[src/rtl/capTimerPkg.sv]
package capTimerPkg;
  localparam int TMR_W     = 16;
  localparam int GR_N      = 2;
  localparam int EXT_N     = 4;
  localparam int ADDR_W    = 3;
  localparam int DIV_SEL_W = 2;
  localparam int IO_STRIDE = 4;

  localparam logic [ADDR_W-1:0] ADDR_CTRL  = 3'd0;
  localparam logic [ADDR_W-1:0] ADDR_IOCFG = 3'd1;
  localparam logic [ADDR_W-1:0] ADDR_STAT  = 3'd2;
  localparam logic [ADDR_W-1:0] ADDR_CNT   = 3'd3;
  localparam logic [ADDR_W-1:0] ADDR_GR0   = 3'd4;
  localparam logic [ADDR_W-1:0] ADDR_BUF   = ADDR_GR0 + ADDR_W'(GR_N);

  localparam logic [1:0] ACT_NONE = 2'd0;
  localparam logic [1:0] ACT_LOW  = 2'd1;
  localparam logic [1:0] ACT_HIGH = 2'd2;
  localparam logic [1:0] ACT_TOG  = 2'd3;

  // control register layout, MSB first (bit 7 .. bit 0)
  typedef struct packed {
    logic                 run;
    logic                 bufEn;
    logic                 pwmEn;
    logic [1:0]           clrSel;
    logic [DIV_SEL_W:0]   clkSel;
  } chanCfgT;

  typedef struct packed {
    logic       isCap;
    logic [1:0] act;
  } grCfgT;

  localparam int CFG_W   = $bits(chanCfgT);
  localparam int GRCFG_W = $bits(grCfgT);

  // strobes from control to datapath
  typedef struct packed {
    logic            tick;
    logic [GR_N-1:0] match;
    logic [GR_N-1:0] capture;
    logic            clear;
    logic            wrap;
  } strobeT;
endpackage

[src/rtl/capTimerCtrl.sv]
module capTimerCtrl
  import capTimerPkg::*;
#(
  parameter int SYNC_N  = 2,
  parameter int PRESC_W = 3
) (
  input  logic                       clk,
  input  logic                       rstN,
  input  logic                       run,
  input  logic [DIV_SEL_W:0]         clkSel,
  input  logic [1:0]                 clrSel,
  input  grCfgT [GR_N-1:0]           grCfg,
  input  logic [EXT_N-1:0]           extClk,
  input  logic [GR_N-1:0]            capIn,
  input  logic [TMR_W-1:0]           cnt,
  input  logic [GR_N-1:0][TMR_W-1:0] gr,
  output strobeT                     stb
);
  logic [PRESC_W-1:0]            presc;
  logic [SYNC_N:0][EXT_N-1:0]    extPipe;
  logic [SYNC_N:0][GR_N-1:0]     capPipe;
  logic [EXT_N-1:0]              extRise;
  logic [GR_N-1:0]               capRise, capFall;
  logic [PRESC_W-1:0]            divMask;
  logic                          intTick, extTick, tick;
  logic [GR_N-1:0]               matchV, capV;
  logic                          clrHit;

  // free-running prescaler
  always_ff @(posedge clk or negedge rstN) begin
    if (!rstN) presc <= '0;
    else       presc <= presc + PRESC_W'(1);
  end

  // synchronizers with one extra stage kept for edge detection
  always_ff @(posedge clk or negedge rstN) begin
    if (!rstN) begin
      extPipe <= '0;
      capPipe <= '0;
    end else begin
      extPipe <= {extPipe[SYNC_N-1:0], extClk};
      capPipe <= {capPipe[SYNC_N-1:0], capIn};
    end
  end

  assign extRise = extPipe[SYNC_N-1] & ~extPipe[SYNC_N];
  assign capRise = capPipe[SYNC_N-1] & ~capPipe[SYNC_N];
  assign capFall = ~capPipe[SYNC_N-1] & capPipe[SYNC_N];

  assign divMask = PRESC_W'((1 << clkSel[DIV_SEL_W-1:0]) - 1);
  assign intTick = (presc & divMask) == divMask;
  assign extTick = extRise[clkSel[DIV_SEL_W-1:0]];
  assign tick    = run & (clkSel[DIV_SEL_W] ? extTick : intTick);

  // per general register event detection
  for (genvar g = 0; g < GR_N; g++) begin : genEvt
    assign matchV[g] = tick & ~grCfg[g].isCap & (cnt == gr[g]);
    assign capV[g]   = grCfg[g].isCap &
                       ((grCfg[g].act[0] & capRise[g]) | (grCfg[g].act[1] & capFall[g]));
  end

  // clear source select
  always_comb begin
    clrHit = 1'b0;
    for (int i = 0; i < GR_N; i++) begin
      if (clrSel == 2'(i + 1)) clrHit = matchV[i] | capV[i];
    end
  end

  always_comb begin
    stb.tick    = tick;
    stb.match   = matchV;
    stb.capture = capV;
    stb.clear   = clrHit;
    stb.wrap    = tick & (&cnt) & ~clrHit;
  end
endmodule

[src/rtl/capTimerDp.sv]
module capTimerDp
  import capTimerPkg::*;
(
  input  logic                       clk,
  input  logic                       rstN,
  input  logic [ADDR_W-1:0]          busAddr,
  input  logic                       busWrEn,
  input  logic [TMR_W-1:0]           busWrData,
  output logic [TMR_W-1:0]           busRdData,
  input  strobeT                     stb,
  output chanCfgT                    cfg,
  output grCfgT [GR_N-1:0]           grCfg,
  output logic [TMR_W-1:0]           cnt,
  output logic [GR_N-1:0][TMR_W-1:0] gr,
  output logic [GR_N-1:0]            evtFlag,
  output logic                       ovfFlag,
  output logic [GR_N-1:0]            cmpOut
);
  localparam int REG_N = 1 << ADDR_W;

  logic [REG_N-1:0] wrHit;
  logic [TMR_W-1:0] bufReg;
  logic [TMR_W-1:0] ioRd;
  logic             flagKeepAll;

  always_comb begin
    wrHit = '0;
    if (busWrEn) wrHit[busAddr] = 1'b1;
  end

  assign flagKeepAll = ~wrHit[ADDR_STAT];

  // configuration registers
  always_ff @(posedge clk or negedge rstN) begin
    if (!rstN) begin
      cfg   <= '0;
      grCfg <= '0;
    end else begin
      if (wrHit[ADDR_CTRL]) cfg <= chanCfgT'(busWrData[CFG_W-1:0]);
      if (wrHit[ADDR_IOCFG]) begin
        for (int g = 0; g < GR_N; g++)
          grCfg[g] <= grCfgT'(busWrData[IO_STRIDE*g +: GRCFG_W]);
      end
    end
  end

  // counter: bus write beats clear beats increment
  always_ff @(posedge clk or negedge rstN) begin
    if (!rstN)                 cnt <= '0;
    else if (wrHit[ADDR_CNT])  cnt <= busWrData;
    else if (stb.clear)        cnt <= '0;
    else if (stb.tick)         cnt <= cnt + TMR_W'(1);
  end

  // overflow flag, suppressed by a same-cycle counter write
  always_ff @(posedge clk or negedge rstN) begin
    if (!rstN) ovfFlag <= 1'b0;
    else       ovfFlag <= (stb.wrap & ~wrHit[ADDR_CNT]) |
                          (ovfFlag & (flagKeepAll | busWrData[GR_N]));
  end

  // general registers, event flags and outputs
  always_ff @(posedge clk or negedge rstN) begin
    if (!rstN) begin
      gr      <= '0;
      evtFlag <= '0;
      cmpOut  <= '0;
    end else begin
      for (int g = 0; g < GR_N; g++) begin
        if (wrHit[ADDR_GR0 + ADDR_W'(g)])       gr[g] <= busWrData;
        else if (stb.capture[g])                gr[g] <= cnt;
        else if (g == 0 && cfg.bufEn && stb.match[g]) gr[g] <= bufReg;

        evtFlag[g] <= stb.match[g] | stb.capture[g] |
                      (evtFlag[g] & (flagKeepAll | busWrData[g]));

        if (g == 0 && cfg.pwmEn) begin
          if (stb.match[1])      cmpOut[g] <= 1'b0;
          else if (stb.match[0]) cmpOut[g] <= 1'b1;
        end else if (stb.match[g]) begin
          case (grCfg[g].act)
            ACT_LOW:  cmpOut[g] <= 1'b0;
            ACT_HIGH: cmpOut[g] <= 1'b1;
            ACT_TOG:  cmpOut[g] <= ~cmpOut[g];
            default:  cmpOut[g] <= cmpOut[g];
          endcase
        end
      end
    end
  end

  // buffer register
  always_ff @(posedge clk or negedge rstN) begin
    if (!rstN)                         bufReg <= '0;
    else if (wrHit[ADDR_BUF])          bufReg <= busWrData;
    else if (cfg.bufEn && stb.capture[0]) bufReg <= gr[0];
  end

  // read path
  for (genvar g = 0; g < GR_N; g++) begin : genIoRd
    assign ioRd[IO_STRIDE*g +: IO_STRIDE] = {{(IO_STRIDE-GRCFG_W){1'b0}}, grCfg[g]};
  end
  assign ioRd[TMR_W-1:IO_STRIDE*GR_N] = '0;

  always_comb begin
    busRdData = '0;
    case (busAddr)
      ADDR_CTRL:  busRdData[CFG_W-1:0] = cfg;
      ADDR_IOCFG: busRdData = ioRd;
      ADDR_STAT:  busRdData[GR_N:0] = {ovfFlag, evtFlag};
      ADDR_CNT:   busRdData = cnt;
      ADDR_BUF:   busRdData = bufReg;
      default: begin
        for (int i = 0; i < GR_N; i++)
          if (busAddr == ADDR_GR0 + ADDR_W'(i)) busRdData = gr[i];
      end
    endcase
  end
endmodule

[src/rtl/capTimerChan.sv]
module capTimerChan
  import capTimerPkg::*;
(
  input  logic              clk,
  input  logic              rstN,
  input  logic [2:0]        busAddr,
  input  logic              busWrEn,
  input  logic [15:0]       busWrData,
  output logic [15:0]       busRdData,
  input  logic [3:0]        extClk,
  input  logic [1:0]        capIn,
  output logic [1:0]        cmpOut
);
  strobeT                     stbW;
  chanCfgT                    cfgW;
  grCfgT [GR_N-1:0]           grCfgW;
  logic [TMR_W-1:0]           cntVal;
  logic [GR_N-1:0][TMR_W-1:0] grVal;
  logic [GR_N-1:0]            flagW;
  logic                       ovfW;

  capTimerCtrl u_ctrl (
    .clk    (clk),
    .rstN   (rstN),
    .run    (cfgW.run),
    .clkSel (cfgW.clkSel),
    .clrSel (cfgW.clrSel),
    .grCfg  (grCfgW),
    .extClk (extClk),
    .capIn  (capIn),
    .cnt    (cntVal),
    .gr     (grVal),
    .stb    (stbW)
  );

  capTimerDp u_dp (
    .clk       (clk),
    .rstN      (rstN),
    .busAddr   (busAddr),
    .busWrEn   (busWrEn),
    .busWrData (busWrData),
    .busRdData (busRdData),
    .stb       (stbW),
    .cfg       (cfgW),
    .grCfg     (grCfgW),
    .cnt       (cntVal),
    .gr        (grVal),
    .evtFlag   (flagW),
    .ovfFlag   (ovfW),
    .cmpOut    (cmpOut)
  );
endmodule

[config.mk]
export PLATFORM = sky130hd
export DESIGN_NAME = capTimerChan
export DESIGN_NICKNAME = d
export VERILOG_FILES = /design/src/rtl/capTimerPkg.sv /design/src/rtl/capTimerCtrl.sv /design/src/rtl/capTimerDp.sv /design/src/rtl/capTimerChan.sv
export SDC_FILE = /design/constraint.sdc
export NUM_CORES = 1
export LEC_CHECK = 0
export BUFFER_PORTS_ARGS = -buffer_cell sky130_fd_sc_hd__buf_2
export CAP_MARGIN = 20
export CELL_PAD_IN_SITES_DETAIL_PLACEMENT = 0
export CELL_PAD_IN_SITES_GLOBAL_PLACEMENT = 1
export CORE_ASPECT_RATIO = 0.6
export CORE_MARGIN = 8
export CORE_UTILIZATION = 43
export DETAILED_ROUTE_END_ITERATION = 8
export GPL_ROUTABILITY_DRIVEN = 0
export GPL_TIMING_DRIVEN = 1
export PLACE_DENSITY_LB_ADDON = 0.1
export SETUP_SLACK_MARGIN = 0.4
export SYNTH_ARGS = -nofsm -noshare
export SYNTH_HDL_FRONTEND = slang
export SYNTH_SLANG_ARGS = --single-unit
[constraint.sdc]
create_clock -name clk -period 2.2 [get_ports clk]
set_input_delay 0.44 -clock clk [delete_from_list [all_inputs] [get_ports clk]]
set_output_delay 0.44 -clock clk [all_outputs]
set_load 0.005 [all_outputs]
# == Yosys cells after proc, flatten, opt, wreduce, memory -nomap -nowiden ==
# Cells that the tools add are included.
# totals
latchBits,0
output_inout_bits,18
mem_bits_ro,0
n_memories,0
reg_bits,104
in_bits,28
ram_bits,0
# classes
n_eq_ne,17
muxes,29
mul,0
n_addsub,3
shift,1
div_mod_pow,0
order_cmp,3
reduce_logical,16
n_bitwise,41
# ops
cell,n
16-bit 2-to-1 mux,12
16-bit equality test,2
5-bit one-hot mux with 5 select lines,1
8-bit one-hot mux with 3 select lines,1
1-bit AND,17
16-bit by 1-bit adder with 16-bit output (second input constant),1
16-bit AND reduction,1
3-bit one-hot mux with 5 select lines,1
2-bit equality test (second input constant),5
1-bit bitwise OR,10
3-bit equality test (second input constant),3
1-bit 2-to-1 mux,9
3-bit nonzero test,3
2-bit nonzero test,4
7-bit 2-to-1 mux,1
1-bit inverter,7
2-bit by 1-bit equality test with 1-bit output (second input constant),3
3-bit by 2-bit equality test with 1-bit output (second input constant),2
1-bit one-hot mux with 3 select lines,2
2-bit AND,2
4-bit AND,1
3-bit by 4-bit less-than comparator with 1-bit output (second input constant),1
2-bit inverter,2
4-bit inverter,1
other kinds (16),18

# == Longest topological paths before layout ==
# depth
depth_word,15
depth_mapped,8

# == Hierarchy ==
# Synthesis repeated with hierarchy kept, for this count alone.
# hier_totals
cells_unflattened,677
hier_area_um2,6149.6
# modules_own_cells
module,area_per_inst_um2,instances,cells_each
capTimerDp,4982.3,1,571
capTimerCtrl,1167.4,1,106

# == Worst setup path after synthesis ==
# Ideal clock, no wire load.
# synth_timing
path_kind,reg2reg
start,reg u_ctrl.extPipe[7] (netlist name)
end,reg u_dp.gr[10] (netlist name)
period_less_slack_ns,2.275
arrival_ns,2.150
setup_slack_ns,-0.075
setup_time_ns,0.125
t_required_ns,2.075
path_stages_with_launch,8
n_path_buf,1
path_cell_list,dfrtp_1 -> nor2b_1 -> mux4_2 -> a22oi_4 -> nor4_4 -> a211oi_4 -> buf_12 -> mux2_4
# synth_between
elab_chain_len,9
# synth_rtl
element,line_no,rtl
"start, declared",capTimerCtrl.sv:20,logic [SYNC_N:0][EXT_N-1:0] extPipe;
"start signal, assigned",capTimerCtrl.sv:41,"extPipe <= {extPipe[SYNC_N-1:0], extClk};"
4-bit AND,capTimerCtrl.sv:46,assign extRise = extPipe[SYNC_N-1] & ~extPipe[SYNC_N];
1-bit binary-select mux with 2-bit select,capTimerCtrl.sv:52,assign extTick = extRise[clkSel[DIV_SEL_W-1:0]];
1-bit 2-to-1 mux (not written as such),capTimerCtrl.sv:52,
1-bit 2-to-1 mux,capTimerCtrl.sv:53,assign tick = run & (clkSel[DIV_SEL_W] ? extTick : intTick);
1-bit AND,capTimerCtrl.sv:53,
1-bit AND (2 in series),capTimerCtrl.sv:57,assign matchV[g] = tick & ~grCfg[g].isCap & (cnt == gr[g]);
1-bit logical AND,capTimerDp.sv:72,else if (g == 0 && cfg.bufEn && stb.match[g]) gr[g] <= bufReg;
3-bit nonzero test (no source line),-,
"end signal, assigned by index",capTimerDp.sv:70,if (wrHit[ADDR_GR0 + ADDR_W'(g)]) gr[g] <= busWrData;
"end signal, assigned by index",capTimerDp.sv:71,else if (stb.capture[g]) gr[g] <= cnt;
"end signal, assigned by index",capTimerDp.sv:72,
"end, declared",capTimerDp.sv:14,"output logic [GR_N-1:0][TMR_W-1:0] gr,"
# Every way passes these cells. The select of a mux whose other input is x is not followed.
# A chain may end at the register's enable or synchronous reset.

# == Worst setup path in the final report ==
# layout_timing
start,reg u_ctrl.extPipe[7] (netlist name)
end,reg u_dp.gr[13] (netlist name)
# Same word-level chain as after synthesis.

==> flow_summary.yaml <==
synth:
  ys.warnings.count: 0
  yosysUniqueCellTypes: 56
  ys_seq_elements: 104
  ys.flop_type: "dfrtp_1"
  synth_edf_count: 0
  ys_seq_area_frac: 0.421
  synth_area_per_cell_um2: 9.62
  yosys.area.top_type: "dfrtp_1"
  syn_inst: 642
  netlist_area_um2: 6170
  synth_fp_nets: 674
  synthTopCellsByArea: "dfrtp_1, mux2i_1, a21oi_1, nand2_1, o21ai_0"
  synth_top_area_frac: 0.421
  async_flop_share: 1.00
global_route:
  use_met3: 0.0629
  antenna_found_initial: 1
  grt-busiest-layer: "met1"
  track_usage: 0.239
  grt_pass1_vias: 5365
  overflow: 0
  grt_max_degree: 62
  grt_util_met1: 0.360
  grt_pass1_wl_mm: 33.4
  grtUsageMet2: 0.334
timing:
  fmaxAchievable_mhz: 444
  final-hold-violation-count: 0
  setup_viol: 18
  worst_pin_slew_ns: 0.474
  skew_ns: 0.0113
  max_slew_margin: 0.683
  drv_slew: 0
  rsz0062_at_grt: "yes"
  fin_ws_ns: -0.0511
  finalCritPeriodShare: 1.02
  final.min_clock_period_ns: 2.25
pwr:
  ir_worst_vdd_v: 0.000483
  seq_power_share: 0.355
  power_frac_clock: 0.178
  p_leak_nw: 3.65
  p_comb_frac: 0.468
  p_sw_frac: 0.395
  power_switching_mw: 3.51
  powerDensity_nw_per_um2: 1060
  p_int_mw: 5.38
worst_setup_path:
  r2r_slack_ns: -0.05
  path_max_fanout: 16
  path_class: "flip-flop to flip-flop"
  start_kind: "flip-flop"
  worst-endpoint-arrival_ns: 2.49
  cp.required_ns: 2.44
  endpoint_kind: "flip-flop"
cells_and_area:
  antenna_cells: 0
  drive_gt1_frac: 0.408
  syn_to_final_growth_pct: 35.4
  final_area_um2: 8360
  finish.utilization: 0.587
  stdcell_count: 953
  fin_nets: 782
clock_tree:
  cts_tree: "built"
  clock_latency_ns: 0.35
  clkSinkCount: 104
  cts_max_level: 3
  cts_made_buffers: 9
  cts_root_buffer: "clkbuf_16"
  clockBufferDepth: 2
  clk_pin_slew_ns: 0.08
run_status:
  status: "complete, but fails checks"
  violations: "negative setup slack"
die:
  die-area_um2: 18600
  chipWidth_um: 171
  ioPinCount: 46
  start_util: 0.433
  core_um2: 14300
  rows: 34
  die_h_um: 109
route:
  viasPerCell: 5.85
  drcViolationCount: 0
  drtAntennaViolNets: 0
  drt_iter0_markers: 502
  drt_wl_total_mm: 22.2
  vias: 5572
  first_pass_iters: 5
  wl_per_cell_um: 23.3
place:
  dpl_cell_area_um2: 7020
  port_buffers: 45
  dpl.hpwl_mm: 15.4
  dp_cells: 901
hold_path:
  hold_class: "input pin to flip-flop"
run:
  cap_violations: 0
registers in the layout, indices dropped and copies added, names as in the netlist:
name,cells
u_dp.ovfFlag,1
u_dp.evtFlag,2
u_dp.gr,32
u_dp.cmpOut,2
u_ctrl.extPipe,12
u_dp.cfg,8
u_dp.grCfg,6
u_ctrl.presc,3
u_dp.bufReg,16
u_ctrl.capPipe,6
u_dp.cnt,16
repair_timing:
item | CTS | global route
cloned | 2 | 1
pin swaps | 29 | 19
buffers inserted | 16 | 16
hold buffers | 1 | 0
resized for setup | 109 | 73
setup endpoints to repair | 53 | 65
hold endpoints to repair | 20 | 0
area by class of cell:
type,count,area (um^2)
Fill cell,1202,5890
Multi-Input combinational cell,478,3870
Sequential cell,104,2610
Timing Repair Buffer,148,1310
Tap cell,198,248
Clock buffer,12,246
Inverter,8,42.5
Clock inverter,4,33.8
Timing Repair inverter,1,6.26
cells in the final DEF, fill, tap and decap left out, types with 7 or more instances in the layout:
master / n
buf_12: 9
mux2_2: 11
nand2_1: 65
nor2_1: 36
mux2_4: 17
xor2_1: 19
buf_2: 40
a211oi_2: 7
nand4_1: 15
o21ai_0: 41
clkbuf_16: 10
mux2i_1: 55
nor2b_1: 7
a21oi_1: 34
dfrtp_1: 99
xnor2_1: 18
a21oi_2: 22
o22ai_1: 8
buf_6: 27
buf_4: 64
o31ai_2: 8
nand3_1: 9
final timing paths:
kind | end | depth (start not counted) | start
max in group asynchronous | u_dp.cnt[4] | 3 | rstN
max | u_dp.gr[13] | 7 | u_ctrl.extPipe[7]
min reg2reg | u_ctrl.extPipe[4] | 0 | u_ctrl.extPipe[0]
min in group asynchronous | u_ctrl.capPipe[0] | 2 | rstN
min | u_ctrl.capPipe[1] | 1 | capIn[1]
max reg2reg | u_dp.gr[13] | 7 | u_ctrl.extPipe[7]
power by group through the flow:
stage,Sequential (mW),Combinational (mW),Clock (mW)
detailed placement,3.10,3.17,0
finish,3.15,4.16,1.58
global placement,3.10,3.11,0
floorplan,2.88,2.13,0
global route,3.22,4.45,1.66
CTS,3.10,3.65,1.61
per-layer routing:
| metal | vias to the layer above | part of all wire |
|---|---|---|
| li1 | 2505 | - |
| met1 | 2819 | 0.49 |
| met2 | 213 | 0.41 |
| met3 | 33 | 0.081 |
| met4 | 2 | 0.014 |
| met5 | - | 0.00059 |
synthesized netlist by cell type (2+ instances only):
cell	number
dfrtp_1	104
nand2_1	69
mux2i_1	60
a21oi_1	56
o21ai_0	47
nor2_1	42
clkbuf_1	30
xor2_1	22
xnor2_1	20
mux2_2	18
nand4_1	15
nand3_1	14
o22ai_1	13
o31ai_1	12
a22oi_1	10
mux2_4	10
nor2b_1	10
buf_2	8
a211oi_1	7
and3_1	6
inv_1	6
nor3_1	6
buf_1	5
buf_6	5
a221oi_1	4
ha_1	4
a21boi_0	3
a22o_1	3
nand4b_1	3
nor4_2	3
a22o_2	2
cells by family after synthesis:
logic type	Yosys count	synth area share
buffers and inverters	60	0.0490
DFF	104	0.421
muxes	89	0.158
xor gates and xnor gates	42	0.0596
adders and majority gates	4	0.00811
and+or+nand+nor	180	0.143
AOI/OAI and AO/OA	163	0.161
worst max-delay path, cell delays in order, from the launching register on:
cell and delay, ns:
dfrtp_1 0.38, nor2b_1 0.13, mux4_2 0.52, a22oi_4 0.23, nor4_4 0.07, a211oi_4 0.24, buf_12 0.22, mux2_4 0.31
per-stage QoR:
| step | hold WS, ns | TNS [ns] | setup WS (ns) | power, mW |
|---|---|---|---|---|
| finish | 0.186 | -0.618 | -0.0511 | 8.90 |
| global route | 0.177 | -2.00 | -0.119 | 9.33 |
| CTS | 0.180 | -0.343 | -0.0513 | 8.36 |
| detailed placement | 0.336 | -0.651 | -0.0730 | 6.28 |
| global placement | 0.335 | -0.111 | -0.0232 | 6.21 |
| floorplan | 0.144 | -0.489 | -0.0489 | 5.01 |
No activity file was read; power rests on OpenSTA's default activity.
